$ cat src/rtl/gpio_bank_pkg.sv
`timescale 1ns/1ps
// Shared constants, enumerations and word/line mapping helpers for the GPIO bank.
// Assumes a fixed bank of 32 lines in four 8-bit ports, port A at the most
// significant byte of each 32-bit register word.
package gpio_bank_pkg;

    localparam int BANK_W  = 32;
    localparam int PORT_W  = 8;
    localparam int NPORTS  = BANK_W / PORT_W;
    localparam int CODE_W  = 2 * BANK_W;

    // Word index = byte address bits 4:2
    typedef enum logic [2:0] {
        WI_CTRL  = 3'd0,
        WI_RSVD  = 3'd1,
        WI_DIR   = 3'd2,
        WI_DATA  = 3'd3,
        WI_STAT  = 3'd4,
        WI_EN_AB = 3'd5,
        WI_EN_CD = 3'd6,
        WI_NONE  = 3'd7
    } word_idx_e;

    typedef enum logic [1:0] {
        EDGE_OFF  = 2'd0,
        EDGE_FALL = 2'd1,
        EDGE_RISE = 2'd2,
        EDGE_ANY  = 2'd3
    } edge_sel_e;

    // Line-indexed vector -> register word (port A in bits 31:24)
    function automatic logic [31:0] lines_to_word(input logic [31:0] l);
        logic [31:0] w;
        w = '0;
        for (int i = 0; i < BANK_W; i++)
            w[(NPORTS - 1 - i / PORT_W) * PORT_W + (i % PORT_W)] = l[i];
        return w;
    endfunction

    // Register word -> line-indexed vector
    function automatic logic [31:0] word_to_lines(input logic [31:0] w);
        logic [31:0] l;
        l = '0;
        for (int i = 0; i < BANK_W; i++)
            l[i] = w[(NPORTS - 1 - i / PORT_W) * PORT_W + (i % PORT_W)];
        return l;
    endfunction

    // 16 line codes of a port pair (line-ordered) -> register word
    function automatic logic [31:0] codes_to_word(input logic [31:0] c);
        logic [31:0] w;
        for (int j = 0; j < PORT_W; j++) begin
            w[16 + 2 * j +: 2] = c[2 * j +: 2];
            w[2 * j +: 2]      = c[2 * (PORT_W + j) +: 2];
        end
        return w;
    endfunction

    // Register word -> 16 line codes of a port pair
    function automatic logic [31:0] word_to_codes(input logic [31:0] w);
        logic [31:0] c;
        for (int j = 0; j < PORT_W; j++) begin
            c[2 * j +: 2]            = w[16 + 2 * j +: 2];
            c[2 * (PORT_W + j) +: 2] = w[2 * j +: 2];
        end
        return c;
    endfunction

    // Replace the enabled byte lanes of old_w with new_w
    function automatic logic [31:0] merge_lanes(input logic [31:0] old_w,
                                                input logic [31:0] new_w,
                                                input logic [3:0]  be);
        logic [31:0] r;
        r = old_w;
        for (int b = 0; b < 4; b++)
            if (be[b]) r[8 * b +: 8] = new_w[8 * b +: 8];
        return r;
    endfunction

    // Expand a per-line mask to a per-code-bit mask
    function automatic logic [63:0] spread_mask(input logic [31:0] m);
        logic [63:0] r;
        for (int i = 0; i < BANK_W; i++) r[2 * i +: 2] = {2{m[i]}};
        return r;
    endfunction

    // Mask of active lines for a given line count
    function automatic logic [31:0] active_mask(input int n);
        logic [31:0] r;
        for (int i = 0; i < BANK_W; i++) r[i] = (i < n);
        return r;
    endfunction

endpackage

$ cat src/rtl/gpio_in_sync.sv
`timescale 1ns/1ps
// Input synchronizer and edge detector for a vector of pad inputs.
// Each bit passes through STAGES flops; the last stage is compared with
// its previous value to produce one-cycle rise and fall pulses.
// Assumes pads are asynchronous to clk and STAGES >= 2.
module gpio_in_sync #(
    parameter int WIDTH  = 32,
    parameter int STAGES = 2
) (
    input  logic             clk,
    input  logic             rst_n,
    input  logic [WIDTH-1:0] din,
    output logic [WIDTH-1:0] lvl,
    output logic [WIDTH-1:0] rise,
    output logic [WIDTH-1:0] fall
);

    logic [WIDTH-1:0] stg [STAGES];
    logic [WIDTH-1:0] prev_q;

    // First stage samples the pad
    always_ff @(posedge clk) begin
        if (!rst_n) stg[0] <= '0;
        else        stg[0] <= din;
    end

    // Remaining stages of the synchronizer chain
    for (genvar k = 1; k < STAGES; k++) begin : g_stage
        always_ff @(posedge clk) begin
            if (!rst_n) stg[k] <= '0;
            else        stg[k] <= stg[k-1];
        end
    end

    // Previous synchronized level for edge comparison
    always_ff @(posedge clk) begin
        if (!rst_n) prev_q <= '0;
        else        prev_q <= stg[STAGES-1];
    end

    assign lvl  = stg[STAGES-1];
    assign rise = stg[STAGES-1] & ~prev_q;
    assign fall = ~stg[STAGES-1] & prev_q;

endmodule

$ cat src/rtl/gpio_irq_status.sv
`timescale 1ns/1ps
// Per-line interrupt status: qualifies rise/fall pulses with the 2-bit
// edge code of each line and holds the result until cleared by software.
// A set and a clear on the same bit in the same cycle leave it set.
module gpio_irq_status #(
    parameter int          WIDTH = 32,
    parameter logic [31:0] ACT   = 32'hFFFF_FFFF
) (
    input  logic               clk,
    input  logic               rst_n,
    input  logic [WIDTH-1:0]   rise,
    input  logic [WIDTH-1:0]   fall,
    input  logic [2*WIDTH-1:0] codes,
    input  logic [WIDTH-1:0]   clr,
    output logic [WIDTH-1:0]   hit,
    output logic [WIDTH-1:0]   stat
);

    logic [WIDTH-1:0] stat_q;

    // Per-line qualification of edges by the line's code
    for (genvar g = 0; g < WIDTH; g++) begin : g_line
        assign hit[g] = ACT[g] & ((codes[2*g+1] & rise[g]) | (codes[2*g] & fall[g]));
    end

    // Status latch: new edges dominate the write-1-to-clear
    always_ff @(posedge clk) begin
        if (!rst_n) stat_q <= '0;
        else        stat_q <= (stat_q & ~clr) | hit;
    end

    assign stat = stat_q;

endmodule

$ cat src/rtl/gpio_bus_regs.sv
`timescale 1ns/1ps
// Register window of the GPIO bank: address decode, byte-lane writes,
// storage of control/direction/output/edge codes, status clear mask and
// combinational read mux. Lines at or above NLINES are held at zero.
// Assumes word-aligned accesses; misaligned or out-of-window ones are ignored.
module gpio_bus_regs
    import gpio_bank_pkg::*;
#(
    parameter int NLINES = 32
) (
    input  logic        clk,
    input  logic        rst_n,
    input  logic        bus_en,
    input  logic        bus_we,
    input  logic [4:0]  bus_addr,
    input  logic [3:0]  bus_be,
    input  logic [31:0] bus_wdata,
    output logic [31:0] bus_rdata,
    input  logic [31:0] lvl,
    input  logic [31:0] stat,
    output logic [31:0] dir,
    output logic [31:0] dout,
    output logic [63:0] codes,
    output logic [31:0] clr
);

    localparam logic [31:0] ACT  = active_mask(NLINES);
    localparam logic [63:0] ACT2 = spread_mask(ACT);

    logic [31:0] ctrl_q, dir_q, dout_q;
    logic [63:0] codes_q;
    word_idx_e   widx;
    logic        acc_ok, wr_go;
    logic [31:0] lane_mask;

    // Decode of the word being accessed
    always_comb begin
        widx   = word_idx_e'(bus_addr[4:2]);
        acc_ok = bus_en && (bus_addr[1:0] == 2'b00) && (widx != WI_NONE);
        wr_go  = acc_ok && bus_we;
        for (int b = 0; b < 4; b++) lane_mask[8*b +: 8] = {8{bus_be[b]}};
    end

    // Register storage with byte-lane merge and line masking
    always_ff @(posedge clk) begin
        if (!rst_n) begin
            ctrl_q  <= '0;
            dir_q   <= '0;
            dout_q  <= '0;
            codes_q <= '0;
        end else if (wr_go) begin
            case (widx)
                WI_CTRL:  ctrl_q <= word_to_lines(merge_lanes(lines_to_word(ctrl_q), bus_wdata, bus_be)) & ACT;
                WI_DIR:   dir_q  <= word_to_lines(merge_lanes(lines_to_word(dir_q), bus_wdata, bus_be)) & ACT;
                WI_DATA:  dout_q <= word_to_lines(merge_lanes(lines_to_word(dout_q), bus_wdata, bus_be)) & ACT;
                WI_EN_AB: codes_q[31:0]  <= word_to_codes(merge_lanes(codes_to_word(codes_q[31:0]),
                                                                      bus_wdata, bus_be)) & ACT2[31:0];
                WI_EN_CD: codes_q[63:32] <= word_to_codes(merge_lanes(codes_to_word(codes_q[63:32]),
                                                                      bus_wdata, bus_be)) & ACT2[63:32];
                default: ;
            endcase
        end
    end

    // Write-1-to-clear mask for the status latch
    always_comb begin
        clr = '0;
        if (wr_go && widx == WI_STAT)
            clr = word_to_lines(bus_wdata & lane_mask) & ACT;
    end

    // Read mux
    always_comb begin
        bus_rdata = '0;
        if (acc_ok && !bus_we) begin
            case (widx)
                WI_CTRL:  bus_rdata = lines_to_word(ctrl_q);
                WI_DIR:   bus_rdata = lines_to_word(dir_q);
                WI_DATA:  bus_rdata = lines_to_word(((dir_q & dout_q) | (~dir_q & lvl)) & ACT);
                WI_STAT:  bus_rdata = lines_to_word(stat & ACT);
                WI_EN_AB: bus_rdata = codes_to_word(codes_q[31:0]);
                WI_EN_CD: bus_rdata = codes_to_word(codes_q[63:32]);
                default:  bus_rdata = '0;
            endcase
        end
    end

    assign dir   = dir_q;
    assign dout  = dout_q;
    assign codes = codes_q;

endmodule

$ cat src/rtl/gpio_edge_bank.sv
`timescale 1ns/1ps
// Top of the GPIO bank: ties the register window, the input synchronizer
// and the status logic together and drives the combined interrupt.
// Assumes 1 <= NLINES <= 32 and SYNC_STAGES >= 2.
module gpio_edge_bank
    import gpio_bank_pkg::*;
#(
    parameter int NLINES      = 32,
    parameter int SYNC_STAGES = 2
) (
    input  logic        clk,
    input  logic        rst_n,
    input  logic        bus_en,
    input  logic        bus_we,
    input  logic [4:0]  bus_addr,
    input  logic [3:0]  bus_be,
    input  logic [31:0] bus_wdata,
    output logic [31:0] bus_rdata,
    input  logic [31:0] pin_in,
    output logic [31:0] pin_out,
    output logic [31:0] pin_oe,
    output logic        irq
);

    localparam logic [31:0] ACT = active_mask(NLINES);

    logic [31:0] lvl_w, rise_w, fall_w, dir_w, dout_w, clr_w, hit_w, stat_w;
    logic [63:0] codes_w;

    gpio_bus_regs #(.NLINES(NLINES)) regs_i (
        .clk       (clk),
        .rst_n     (rst_n),
        .bus_en    (bus_en),
        .bus_we    (bus_we),
        .bus_addr  (bus_addr),
        .bus_be    (bus_be),
        .bus_wdata (bus_wdata),
        .bus_rdata (bus_rdata),
        .lvl       (lvl_w),
        .stat      (stat_w),
        .dir       (dir_w),
        .dout      (dout_w),
        .codes     (codes_w),
        .clr       (clr_w)
    );

    gpio_in_sync #(.WIDTH(BANK_W), .STAGES(SYNC_STAGES)) sync_i (
        .clk   (clk),
        .rst_n (rst_n),
        .din   (pin_in & ACT),
        .lvl   (lvl_w),
        .rise  (rise_w),
        .fall  (fall_w)
    );

    gpio_irq_status #(.WIDTH(BANK_W), .ACT(ACT)) stat_i (
        .clk   (clk),
        .rst_n (rst_n),
        .rise  (rise_w),
        .fall  (fall_w),
        .codes (codes_w),
        .clr   (clr_w),
        .hit   (hit_w),
        .stat  (stat_w)
    );

    assign pin_out = dout_w;
    assign pin_oe  = dir_w;
    assign irq     = |stat_w;

endmodule

$ cat config.mk
export PLATFORM = sky130hd
export DESIGN_NAME = gpio_edge_bank
export DESIGN_NICKNAME = d
export VERILOG_FILES = /design/src/rtl/gpio_bank_pkg.sv /design/src/rtl/gpio_in_sync.sv /design/src/rtl/gpio_irq_status.sv /design/src/rtl/gpio_bus_regs.sv /design/src/rtl/gpio_edge_bank.sv
export SDC_FILE = /design/constraint.sdc
export NUM_CORES = 1
export LEC_CHECK = 0
export ABC_AREA = 1
export ABC_CLOCK_PERIOD_IN_PS = 3300
export BUFFER_PORTS_ARGS = -buffer_cell sky130_fd_sc_hd__buf_2
export CORE_ASPECT_RATIO = 1.25
export CORE_MARGIN = 5
export CORE_UTILIZATION = 40
export CTS_CLUSTER_DIAMETER = 80
export DETAILED_ROUTE_END_ITERATION = 8
export GPL_ROUTABILITY_DRIVEN = 0
export MAX_ROUTING_LAYER = met4
export PLACE_DENSITY_LB_ADDON = 0.15
export SYNTH_ARGS = -nofsm -noshare
export SYNTH_HDL_FRONTEND = slang
export SYNTH_SLANG_ARGS = --single-unit
$ cat constraint.sdc
create_clock -name clk -period 3.3 [get_ports clk]
set_clock_uncertainty 0.1 [all_clocks]
set_input_delay 0.33 -clock clk [delete_from_list [all_inputs] [get_ports clk]]
set_output_delay 0.33 -clock clk [all_outputs]
set_load 0.005 [all_outputs]
==> summary.txt, run 1 <==
Residual DRC - 0
Sequential Power Share - 48.2%
Setup Viol. Count Final - 0
commonest non-fill, non-tap cell in the layout - nand2_1
clock share of power - 45.0%
CTS root buf - clkbuf_16
Final Cycle Share - 79.9%
outcome - completed
total track usage - 24.3%
number of port buffers - 173
full die area - 36,600 um^2
hpwl dp - 30.3 mm
Core ar. - 32,600 um^2
drt pass-1 iters - 6
Final Hold Fails - 0
#FFs+latches synth - 288
Worst Max-Slew Pin Slew - 869 ps
cell family with most CP delay - simple AND/OR/NAND/NOR gates
GRT overflow - 0
Startpoint Class - input pin
Sw Share - 24.2%
Crit path depth - 9
cts bufs inserted - 31
design area - 15,900 um^2
IO Pins - 174
Avg WL per Cell - 16.4 um
post-CTS resize count - 0
Netlist cell types - 32
RSZ-0062 raised after global routing - false
area leader, netlist - dfxtp_1
f_max - 379 MHz
layout cells sized above 1 - 12.2%
FF-to-FF End - stat_i.stat[31]$_SDFF_PN0_
Vias - 12,830
drt via density - 4.82
peak supply drop - 0.395 mV
synthesized area - 13,100 um^2
Hold Path Class - in2reg
clk sinks - 288
CTS clk-pin slew, worst paths - 60 ps
switching power - 1.79 mW
clk buf depth - 3
drt initial violations - 959
CP required - 2870 ps
Worst Path Max Fanout - 16
final wirelength - 43.7 mm
first-pass GRT wire length - 67.8 mm
CTS HTree Levels - 1
clk_lat worst skew - 570 ps
buffer and inverter count on the worst path - 4
Die X - 172 um
max incr delay on CP - 430 ps
top post-synthesis cells by area - dfxtp_1, nand2_1, nor2_1
CTS tree - yes
commonest cells after routing, fill and taps aside - nand2_1, nor2_1, dfxtp_1
pin count of the biggest net entering global routing - 110
# rows - 74
leak pwr - 7.76 nW
fin. max-slew vios - 0
post-route ant nets - 0
flop-to-flop setup slack - 2080 ps
initial antenna violation count - 3
crit path from - bus_addr[1]
NumNets Final - 2,295
Post-Synthesis Cells - 2,014
CP Data Arrival Time - 2210 ps
Post-Place Cell Area - 14,300 um^2
EDFF count, synth - 0
Logic pwr share - 6.8%
Crit-path slowest cell - nand2_1
cells on worst reg2reg path - 3
Setup CP Type - in2out
post-synth top area share - 43.9%
ys flop type - dfxtp_1
shortest period the worst path allows - 2640 ps
post-synthesis area per instance - 6.53 um^2
reg2reg start - sync_i.stg[1][31]$_SDFF_PN0_
hold_ws - 27.5 ps
Starting Density - 40.3%
vias in the first global route - 12,045
hold-fix buffer count after cts - 69
max cap viols - 0
crit-path cells - buf_2 > nor2_1 > nand2_1 > nor2_8 > nand2_1 > buf_4 > buf_4 > a21oi_1 > buf_2
end point of the critical path - bus_rdata[12]
internal power - 5.61 mW
asr flop ratio synth - 0%
setup total negative slack - 0 ps
Setup crit end kind - output port
Die H - 213 um
Rel. slew slack - 42.0%
Post CTS Setup Buffer Count - 0
synth-to-layout area growth - 21.1%
synthesized net count - 2,091
sequential area share after synthesis - 43.9%
synth warn - 0
Pwr Density - 465 nW/um^2
==> worst reg2reg max path, stage by stage (launching register included) <==
cell	delay, ps
dfxtp_1	490
nor2_1	90
a21oi_1	280
a21oi_1	110
==> Yosys cell counts (3+ instances only) <==
| cell | count |
|---|---|
| nand3_1 | 19 |
| buf_2 | 12 |
| inv_2 | 3 |
| a21oi_1 | 126 |
| nand3_2 | 3 |
| dfxtp_1 | 288 |
| nor2_8 | 10 |
| nor4_1 | 8 |
| o22ai_1 | 7 |
| buf_6 | 9 |
| buf_1 | 10 |
| nor2_2 | 10 |
| nand2_1 | 747 |
| o2111ai_1 | 3 |
| inv_1 | 240 |
| nor2_1 | 330 |
| clkbuf_1 | 50 |
| a31oi_1 | 9 |
| o21ai_0 | 33 |
| nand4_1 | 72 |
| buf_4 | 11 |
==> power by group through the flow <==
stage	Combinational [mW]	Clock [mW]	Sequential (mW)
4_1_cts	0.503	3.40	3.57
5_1_grt	0.558	3.55	3.58
3_5_place_dp	0.437	0	3.65
6_report	0.503	3.33	3.57
3_3_place_gp	0.434	0	3.65
2_1_floorplan	0.268	0	3.63
==> how the worst min path moves through the flow <==
| stage | slack [ps] | from | end | cells past startpoint |
|---|---|---|---|---|
| after CTS | 3 | bus_wdata[6] | regs_i.codes[22]$_SDFFE_PN0P_ | 3 |
| after global placement | 290 | sync_i.stg[0][21]$_SDFF_PN0_ | sync_i.stg[1][21]$_SDFF_PN0_ | 2 |
| after global routing | 10 | bus_wdata[24] | regs_i.codes[8]$_SDFFE_PN0P_ | 3 |
| final | 30 | bus_wdata[24] | regs_i.codes[8]$_SDFFE_PN0P_ | 3 |
| after floorplan | 290 | sync_i.stg[0][0]$_SDFF_PN0_ | sync_i.stg[1][0]$_SDFF_PN0_ | 2 |
| after detailed placement | 300 | sync_i.stg[0][17]$_SDFF_PN0_ | sync_i.stg[1][17]$_SDFF_PN0_ | 2 |
==> layer usage <==
layer,up-vias,share of wire [%],GRT usage [%],wire length [um]
li1,6575,-,-,-
met1,5814,43,31.6,18800
met2,365,47,39.0,20500
met5,-,0,-,0
met4,0,3.2,7.59,1400
met3,76,6.7,3.72,2940
==> per-stage QoR <==
| step | util, % | total power, mW | setup WS [ps] | instances |
|---|---|---|---|---|
| floorplan | - | 3.90 | 1420 | 2014 |
| global placement | 43.8 | 4.08 | 656 | 2534 |
| detailed placement | 43.8 | 4.09 | 619 | 2534 |
| CTS | 48.8 | 7.48 | 618 | 2658 |
| global route | 48.8 | 7.69 | 567 | 2661 |
| finish | 48.8 | 7.40 | 664 | 2662 |
==> layout make-up <==
cell class                 instances  area [um^2]
multi-input combinational       1388         5980
sequential                       288         5770
inverter                         245          922
timing repair buffer             264         1770
clock inverter                     8         67.6
clock buffer                      47          886
fill                            3410        16700
tap                              418          523
antenna                            4         10.0
==> logic make-up after synthesis <==
logic type	count (synthesis)	synth area share, %
AOI/OAI and AO/OA	180	7.13
and+or+nand+nor	1208	38.3
DFF	288	43.9
buffers and inverters	338	10.7
==> sequential cells by signal, indices dropped and copies added (netlist names) <==
register       cells
regs_i.codes      64
stat_i.stat       32
sync_i.prev_q     32
regs_i.dir        32
sync_i.stg        64
regs_i.ctrl_q     32
regs_i.dout       32
Note: power is estimated with default switching activity, not from simulation.
==> inputs of run 2 (changes only) <==
- ABC_CLOCK_PERIOD_IN_PS: 3300 -> 2200
- clock period: 3.3 -> 2.2 ns (I/O delays scaled with it)
==> run 2 against run 1 <==
Via count up 1.1%. First-iteration DRC count down 17%. Total power up 63%. Combinational power up 57%. Non-clock buffer count up 17. Final cell count up 0.68%. Critical path depth down 4. Core utilization up 1.5 points. Critical path type is now reg2out. Largest power group is now the clock network.
==> summary.txt, run 2 (synthesis gave the netlist of run 1 again) <==
Setup Viol. Count Final - 0
Residual DRC - 0
max incr delay on CP - 440 ps
f_max - 474 MHz
NumNets Final - 2,312
final wirelength - 43.9 mm
most frequent cell on the critical path - nand2_1
Pwr Density - 736 nW/um^2
clk_lat worst skew - 560 ps
first-pass GRT wire length - 67.3 mm
hold_sp - bus_be[0]
drt initial violations - 794
pre-CTS setup slack - 102 ps
hpwl dp - 30.6 mm
full die area - 36,600 um^2
hold_ws - 71.3 ps
number of port buffers - 173
CTS tree - yes
flop-to-flop setup slack - 1020 ps
max cap viols - 0
area occupied by multi-input gates - 5980 um^2
RSZ-0062 raised after global routing - false
shortest period the worst path allows - 2110 ps
# rows - 74
crit-path cells - nor4_2 > nand2_1 > nor2_1 > nand2_1 > buf_2
Starting Density - 40.3%
switching power - 2.78 mW
drt via density - 4.84
total track usage - 24.1%
internal power - 9.29 mW
CP Data Arrival Time - 1790 ps
Die X - 172 um
Worst Path Max Fanout - 3
commonest cells after routing, fill and taps aside - nand2_1, nor2_1, dfxtp_1
fill count - 3,417
leak pwr - 7.97 nW
cell count of the worst hold path - 5
layout cells sized above 1 - 13.3%
Post CTS Setup Buffer Count - 0
drt pass-1 iters - 5
final core occ - 50.3%
Sequential Power Share - 44.4%
Sw Share - 23.0%
Final Cycle Share - 96.0%
FF-to-FF End - stat_i.stat[21]$_SDFF_PN0_
peak supply drop - 0.594 mV
Final WS setup - 88.4 ps
Setup CP Type - reg2out
pin count of the biggest net entering global routing - 78
CTS clk-pin slew, worst paths - 60 ps
cts bufs inserted - 31
Avg WL per Cell - 16.4 um
Logic pwr share - 6.5%
WHS Endpoint - regs_i.ctrl_q[27]$_SDFFE_PN0P_
Hold Path Class - in2reg
clk sinks - 288
Crit-path slowest cell - nor4_2
outcome - completed
setup total negative slack - 0 ps
Worst Max-Slew Pin Slew - 472 ps
post-route ant nets - 0
CP required - 1880 ps
fin. max-slew vios - 0
Final Hold Fails - 0
synth-to-layout area growth - 24.8%
Vias - 12,971
Startpoint Class - flip-flop
Rel. slew slack - 68.5%
Die H - 213 um
reg2reg start - sync_i.stg[1][21]$_SDFF_PN0_
cells on worst reg2reg path - 3
vias in the first global route - 11,970
FF+latch area - 5770 um^2
clk buf depth - 3
IO Pins - 174
clock share of power - 49.1%
Setup crit end kind - output port
commonest non-fill, non-tap cell in the layout - nand2_1
initial antenna violation count - 3
CTS HTree Levels - 1
CTS root buf - clkbuf_16
GRT overflow - 0
Core ar. - 32,600 um^2
run 2: cell count changes in the layout (fill, tap and decap cells not counted):
cell / change
buf_12: +10
nor4_1: -1
diode_2: -1
clkbuf_1: -10
dlygate4sd3_1: +3
clkbuf_8: +1
nor2_1: -1
clkinv_2: -1
clkinvlp_4: +5
nor2_2: +1
bufinv_16: +7
nor4_2: +1
buf_4: +4
run 2: power groups by stage:
stage / Clock, mW / Combinational [mW] / Sequential [mW]
2_1_floorplan: 0 / 0.402 / 5.45
3_3_place_gp: 0 / 0.680 / 5.47
3_5_place_dp: 0 / 0.685 / 5.47
4_1_cts: 6.05 / 0.787 / 5.36
5_1_grt: 6.26 / 0.871 / 5.36
6_report: 5.93 / 0.790 / 5.36
run 2: cell type report:
class,count,area share [%]
multi-input cells,1388,36.5
flip-flops and latches,288,35.2
clock buffers,38,5.26
well taps,418,3.19
inverters,245,5.62
repair buffers,281,12.4
clock inverters,19,1.89
diodes,3,0.0458
run 2: layer usage:
metal	track usage [%]	share of wire (%)	vias to the layer above
li1	-	-	6605
met2	39.4	48	378
met3	3.11	5.8	80
met5	-	0	-
met1	31.5	43	5908
met4	7.08	2.9	0
run 2: metrics by stage:
step	cell area (um^2)	cells	power [mW]
after floorplan	13100	2014	5.85
after global placement	14500	2548	6.15
after detailed placement	14500	2548	6.16
after CTS	16400	2677	12.2
after global routing	16400	2680	12.5
final	16400	2680	12.1
run 2: what timing repair did:
action | 4_1_cts | 5_1_grt
resized for setup | 1 | 1
endpoints found under the hold margin | 192 | 0
hold buffers | 72 | 0
pin swaps | 0 | 0
setup endpoints to repair | 1 | 1
run 2: how the worst max path moves through the flow:
stage,startpoint,end,cells after the start
CTS,regs_i.dir[27]$_SDFFE_PN0P_,bus_rdata[3],6
detailed placement,bus_addr[4],bus_rdata[12],9
floorplan,bus_addr[4],bus_rdata[13],10
finish,stat_i.stat[14]$_SDFF_PN0_,irq,5
global placement,bus_addr[4],bus_rdata[12],9
global route,bus_addr[4],bus_rdata[18],9
run 2: worst max-delay path, delay by kind of cell, from the launching register on:
kind          cells  cell delay (ps)
simple gates      4              750
buf+inv           1              140
flops             1              330
